[src/rtl/spi_clkdiv_pkg.sv]
package spi_clkdiv_pkg;

  typedef enum logic {
    LAW_POW2   = 1'b0,
    LAW_LINEAR = 1'b1
  } div_law_e;

  // Width of the half-period terminal count for the two laws
  function automatic int unsigned term_width(input int unsigned lin_w, input int unsigned pow_w);
    int unsigned pw;
    pw = (2 ** pow_w) - 2;
    if (pw < 1) pw = 1;
    return (lin_w > pw) ? lin_w : pw;
  endfunction

endpackage

[src/rtl/spi_clkdiv_cfg.sv]
module spi_clkdiv_cfg
  import spi_clkdiv_pkg::*;
#(
  parameter int unsigned LIN_W = 8,
  parameter int unsigned POW_W = 4,
  parameter int unsigned CNT_W = term_width(LIN_W, POW_W),
  localparam int unsigned CFG_W = LIN_W + POW_W + 1
) (
  input  logic             clk,
  input  logic             rst_n,
  input  logic             idle,
  input  logic [CFG_W-1:0] cfg_in,
  input  logic             cpol_in,
  output logic [CNT_W-1:0] term_q,
  output logic             idle_lvl_q
);

  localparam int unsigned WIDE_W = CNT_W + 1;

  div_law_e             law;
  logic [LIN_W-1:0]     lin_n;
  logic [POW_W-1:0]     pow_n;
  logic [WIDE_W-1:0]    pow_half;
  logic [CNT_W-1:0]     term_d;

  assign law   = div_law_e'(cfg_in[CFG_W-1]);
  assign lin_n = cfg_in[LIN_W-1:0];
  assign pow_n = cfg_in[LIN_W +: POW_W];

  // half period of the power law: 2^(N-1), with N=0 clamped to 1
  always_comb begin
    if (pow_n == '0) pow_half = WIDE_W'(1);
    else             pow_half = WIDE_W'(1) << (pow_n - POW_W'(1));
  end

  always_comb begin
    if (law == LAW_LINEAR) term_d = CNT_W'(lin_n);
    else                   term_d = CNT_W'(pow_half - WIDE_W'(1));
  end

  always_ff @(posedge clk or negedge rst_n) begin
    if (!rst_n) begin
      term_q     <= '0;
      idle_lvl_q <= 1'b0;
    end else if (idle) begin
      term_q     <= term_d;
      idle_lvl_q <= cpol_in;
    end
  end

endmodule

[src/rtl/spi_clkdiv_cnt.sv]
module spi_clkdiv_cnt #(
  parameter int unsigned CNT_W = 14
) (
  input  logic             clk,
  input  logic             rst_n,
  input  logic             run,
  input  logic [CNT_W-1:0] term,
  output logic             tick
);

  logic [CNT_W-1:0] cnt_q;

  assign tick = run && (cnt_q == term);

  always_ff @(posedge clk or negedge rst_n) begin
    if (!rst_n)     cnt_q <= '0;
    else if (!run)  cnt_q <= '0;
    else if (tick)  cnt_q <= '0;
    else            cnt_q <= cnt_q + CNT_W'(1);
  end

endmodule

[src/rtl/spi_clkdiv_edge.sv]
module spi_clkdiv_edge (
  input  logic clk,
  input  logic rst_n,
  input  logic run,
  input  logic tick,
  input  logic cpol_live,
  input  logic idle_lvl,
  output logic sclk_q,
  output logic lead_q,
  output logic trail_q
);

  logic leaving;

  assign leaving = (sclk_q == idle_lvl);

  always_ff @(posedge clk or negedge rst_n) begin
    if (!rst_n) begin
      sclk_q  <= 1'b0;
      lead_q  <= 1'b0;
      trail_q <= 1'b0;
    end else if (!run) begin
      sclk_q  <= cpol_live;
      lead_q  <= 1'b0;
      trail_q <= 1'b0;
    end else begin
      lead_q  <= tick && leaving;
      trail_q <= tick && !leaving;
      if (tick) sclk_q <= ~sclk_q;
    end
  end

endmodule

[src/rtl/spi_clkdiv_dual.sv]
module spi_clkdiv_dual
  import spi_clkdiv_pkg::*;
#(
  parameter int unsigned LIN_W = 8,
  parameter int unsigned POW_W = 4,
  localparam int unsigned CFG_W = LIN_W + POW_W + 1,
  localparam int unsigned CNT_W = term_width(LIN_W, POW_W)
) (
  input  logic             clk,
  input  logic             rst_n,
  input  logic [CFG_W-1:0] div_cfg,
  input  logic             run,
  input  logic             cpol,
  output logic             sclk,
  output logic             lead_stb,
  output logic             trail_stb
);

  logic [CNT_W-1:0] term;
  logic             idle_lvl;
  logic             tick;

  spi_clkdiv_cfg #(
    .LIN_W (LIN_W),
    .POW_W (POW_W),
    .CNT_W (CNT_W)
  ) u_cfg (
    .clk        (clk),
    .rst_n      (rst_n),
    .idle       (!run),
    .cfg_in     (div_cfg),
    .cpol_in    (cpol),
    .term_q     (term),
    .idle_lvl_q (idle_lvl)
  );

  spi_clkdiv_cnt #(
    .CNT_W (CNT_W)
  ) u_cnt (
    .clk   (clk),
    .rst_n (rst_n),
    .run   (run),
    .term  (term),
    .tick  (tick)
  );

  spi_clkdiv_edge u_edge (
    .clk       (clk),
    .rst_n     (rst_n),
    .run       (run),
    .tick      (tick),
    .cpol_live (cpol),
    .idle_lvl  (idle_lvl),
    .sclk_q    (sclk),
    .lead_q    (lead_stb),
    .trail_q   (trail_stb)
  );

endmodule

[config.mk]
export PLATFORM = sky130hd
export DESIGN_NAME = spi_clkdiv_dual
export DESIGN_NICKNAME = d
export VERILOG_FILES = /design/src/rtl/spi_clkdiv_pkg.sv /design/src/rtl/spi_clkdiv_cfg.sv /design/src/rtl/spi_clkdiv_cnt.sv /design/src/rtl/spi_clkdiv_edge.sv /design/src/rtl/spi_clkdiv_dual.sv
export SDC_FILE = /design/constraint.sdc
export NUM_CORES = 1
export LEC_CHECK = 0
export BUFFER_PORTS_ARGS = -buffer_cell sky130_fd_sc_hd__buf_2
export CAP_MARGIN = 15
export CELL_PAD_IN_SITES_DETAIL_PLACEMENT = 1
export CELL_PAD_IN_SITES_GLOBAL_PLACEMENT = 2
export CORE_ASPECT_RATIO = 0.6
export CORE_MARGIN = 2
export CORE_UTILIZATION = 37
export DETAILED_ROUTE_END_ITERATION = 10
export GPL_TIMING_DRIVEN = 0
export PLACE_DENSITY = 0.84
export SLEW_MARGIN = 20
export SYNTH_ARGS = -nofsm -noshare
export SYNTH_HDL_FRONTEND = slang
export SYNTH_SLANG_ARGS = --single-unit
[constraint.sdc]
create_clock -name clk -period 2.05 [get_ports clk]
set_input_delay 0.41 -clock clk [delete_from_list [all_inputs] [get_ports clk]]
set_output_delay 0.41 -clock clk [all_outputs]
set_load 0.02 [all_outputs]
==> qor.txt <==
Peak Freq -> 560 MHz
Startpoint Class -> input port
Fin Setup TNS -> 0 ps
Core region area -> 0.00498 sq mm
Die area -> 0.00568 sq mm
Cell with the most instances after synthesis -> dfrtp_1
Most used cell along the critical path -> buf_2
Maximum Capacitance Violations -> 0
Post-DP HPWL -> 3.82 mm
Warnings, synthesis -> 0
Post-CTS setup buffers -> 0
Sink Count -> 32
Num CTS Buffers -> 5
Layout area overhead -> 15.6%
Status -> completed
CP arrival -> 1970 ps
Leakage -> 0.974 nW
Synth top area cells -> dfrtp_1 43%, xor2_1 11%, o21ai_0 4.0%
Sw Ratio -> 26.6%
Final Skew -> 5.59 ps
Largest stage delay on the critical path -> 290 ps
Synth Area in Compound Gates -> 15.5%
Initial Util -> 37.7%
Remaining DRCs -> 0
Int Pwr -> 1.20 mW
CP Max Fanout -> 11
Buffers on Ports -> 18
Drt wl/cell -> 17.6 um
Avg Vias per Cell -> 5.37
Synth Area per Inst -> 9.84 sq um
Die Wd -> 96.0 um
Layout Cells excl Fill -> 280
Main combinational cell family by area after synthesis -> simple AND/OR/NAND/NOR gates
Post-synth top cells -> 32 x dfrtp_1, 24 x xor2_1, 15 x nand2_1, 15 x o21ai_0, 10 x nor2_2
Clk_lat worst skew -> 290 ps
Req. time, crit path -> 2230 ps
# diodes -> 0
Layout Nets -> 232
Worst Setup End Kind -> register
Post-Synth Adder-Cell Area -> 1.33%
Worst path cell trace -> buf_2, buf_2, nor3_1, nand2_1, ha_2, a21boi_0, a21oi_1, o2bb2ai_1, a22o_1
Final setup fails -> 0
Power Total -> 1.63 mW
Peak supply drop -> 393 uV
DR iter-0 viols -> 83
Root Driver -> clkbuf_8
Worst min path class -> in2async
H-tree Lvls -> 2
Gate power share -> 15.3%
# rows -> 20
Grt ovf -> 0
Via count -> 1504
Minimum clock period -> 1780 ps
Slew HR -> 49.7%
Slew Limit Fails -> 0
Largest net degree at the start of global routing -> 33
Placed cells -> 275
Routed WL -> 4.92 mm
Fraction of registers with async set/reset -> 100%
Final Cycle Share -> 87.0%
Vias in the first global route -> 1578
CP Class -> in2reg
Post-synthesis simple-gate area fraction -> 22.7%
Sw Pwr -> 0.434 mW
Flops & latches, synth -> 32
Synth unique cells -> 50
Die height -> 59.2 um
Syn_nets -> 210
Flop pwr share -> 42.9%
Seq/Total Area, Yosys -> 42.6%
Cell count after synthesis -> 191
CTS tree -> built
Worst-path clk slew -> 70 ps
Cell taking the most area after synthesis -> dfrtp_1
Number of flops mapped to enable cells by yosys -> 0
Endpoints failing hold -> 0
ANT nets after route -> 0
RSZ-0062 raised after global routing -> false
Drt first pass iters -> 4
Ys flop type -> dfrtp_1
Mux share of post-synthesis cell area -> 1.66%
Worst-margin pin slew -> 755 ps
Initial antenna violation count -> 0
Pwr dens -> 751 mW/mm^2
GPL Wtd Cong -> 0.797
Boundary pin count -> 20
XOR/XNOR Fraction of Synth Area -> 12.1%
Fraction of layout cells with a size suffix above 1 -> 22.9%
Max clock buf depth -> 2
Finished Core Util -> 43.6%
Global-route wire length before repair -> 8.65 mm
Final hold slack -> 180 ps
Clk pwr share -> 41.7%
Cell Area, Synth -> 0.00188 sq mm
Post-CTS Hold Fix Bufs -> 0
Slowest cell on crit path -> ha_2
Synth top area share -> 42.6%
All-layer global routing usage -> 20.8%
-- worst max-delay path: cells and delay by family --
family	cells	cell delay [ps]
AOI/OAI and AO/OA	4	610
and+or+nand+nor	2	380
buffers and inverters	2	280
adders and majority gates	1	290
-- path summary, 6_finish.rpt --
check                                                  from                           end  slack [ps]  cells after the start
max in group asynchronous                             rst_n   u_cfg.term_q[1]$_DFFE_PN0N_        1380                      1
worst min-delay path                                  rst_n     u_cnt.cnt_q[13]$_DFF_PN0_         180                      1
worst max-delay path                             div_cfg[8]  u_cfg.term_q[10]$_DFFE_PN0N_         270                      9
min in group clk                                       cpol  u_cfg.idle_lvl_q$_DFFE_PN0N_         400                      3
worst min register to register  u_cfg.term_q[5]$_DFFE_PN0N_   u_cfg.term_q[5]$_DFFE_PN0N_         500                      2
worst max register to register     u_cnt.cnt_q[2]$_DFF_PN0_      u_cnt.cnt_q[5]$_DFF_PN0_         340                      5
-- routing by layer --
metal	up-vias	GRT usage, %	routed length, um
met1	748	33.0	2760
li1	726	-	-
met2	26	26.8	1900
met3	4	6.23	231
met4	0	5.51	31
met5	-	0	0
-- per-stage QoR --
| stage | worst slack, ps | cell area, sq um |
|---|---|---|
| after floorplan | 158 | 1880 |
| after global placement | -344 | 2050 |
| after detailed placement | -329 | 2050 |
| after CTS | 97.1 | 2170 |
| after global routing | 128 | 2170 |
| final | 266 | 2170 |
-- area by class of cell --
cell class | instances | area [sq um]
Fill cell | 572 | 2810
Multi-Input combinational cell | 143 | 1010
Sequential cell | 32 | 801
Clock buffer | 7 | 96.3
Timing Repair Buffer | 18 | 90.1
Tap cell | 66 | 82.6
Buffer | 9 | 50.0
Clock inverter | 1 | 30.0
Inverter | 4 | 15.0
-- power groups by stage --
stage               clock [mW]  combinational, mW  sequential [mW]
floorplan                    0              0.168            0.708
global placement             0              0.244            0.712
detailed placement           0              0.251            0.713
CTS                      0.696              0.252            0.701
global route             0.725              0.282            0.706
finish                   0.680              0.250            0.700
-- flip-flops by register name, summed over array words and instances, names as in the netlist --
name              cells
u_cfg.term_q         14
u_cnt.cnt_q          14
u_cfg.idle_lvl_q      1
u_edge.lead_q         1
u_edge.sclk_q         1
u_edge.trail_q        1
-- cell usage in the layout (no fill, tap or decap), types with 2 or more instances in the layout --
cell,netlist,layout
and3_1,2,2
nor4_4,3,3
or3_1,2,2
o311ai_0,2,2
nand4_1,5,5
nor3b_1,2,2
o21bai_1,2,2
nor2_2,10,10
xnor2_1,2,2
nand3_1,8,8
clkbuf_1,8,5
a21oi_1,9,9
o21ai_0,15,15
buf_2,1,19
a22o_1,4,4
dfrtp_1,32,32
clkbuf_8,0,7
nand2_1,15,15
o21a_1,2,2
mux2i_1,2,2
xor2_1,24,24
nor2_1,5,5
inv_1,3,3
and2_1,2,2
nor3_1,3,3
-- cells by family after synthesis --
| family | Yosys count |
|---|---|
| buffers and inverters | 16 |
| multiplexers | 3 |
| XOR/XNOR | 26 |
| AO/OA/AOI/OAI | 44 |
| AND/OR/NAND/NOR | 68 |
| flip-flops | 32 |
| adder cells (fa/ha/maj) | 2 |
-- what timing repair did --
action                                  in CTS  in global routing
pin swaps                                    0                  0
endpoints found under the setup margin       1                  5
resized for setup                            0                  2
No activity file was read; power rests on OpenSTA's default activity.
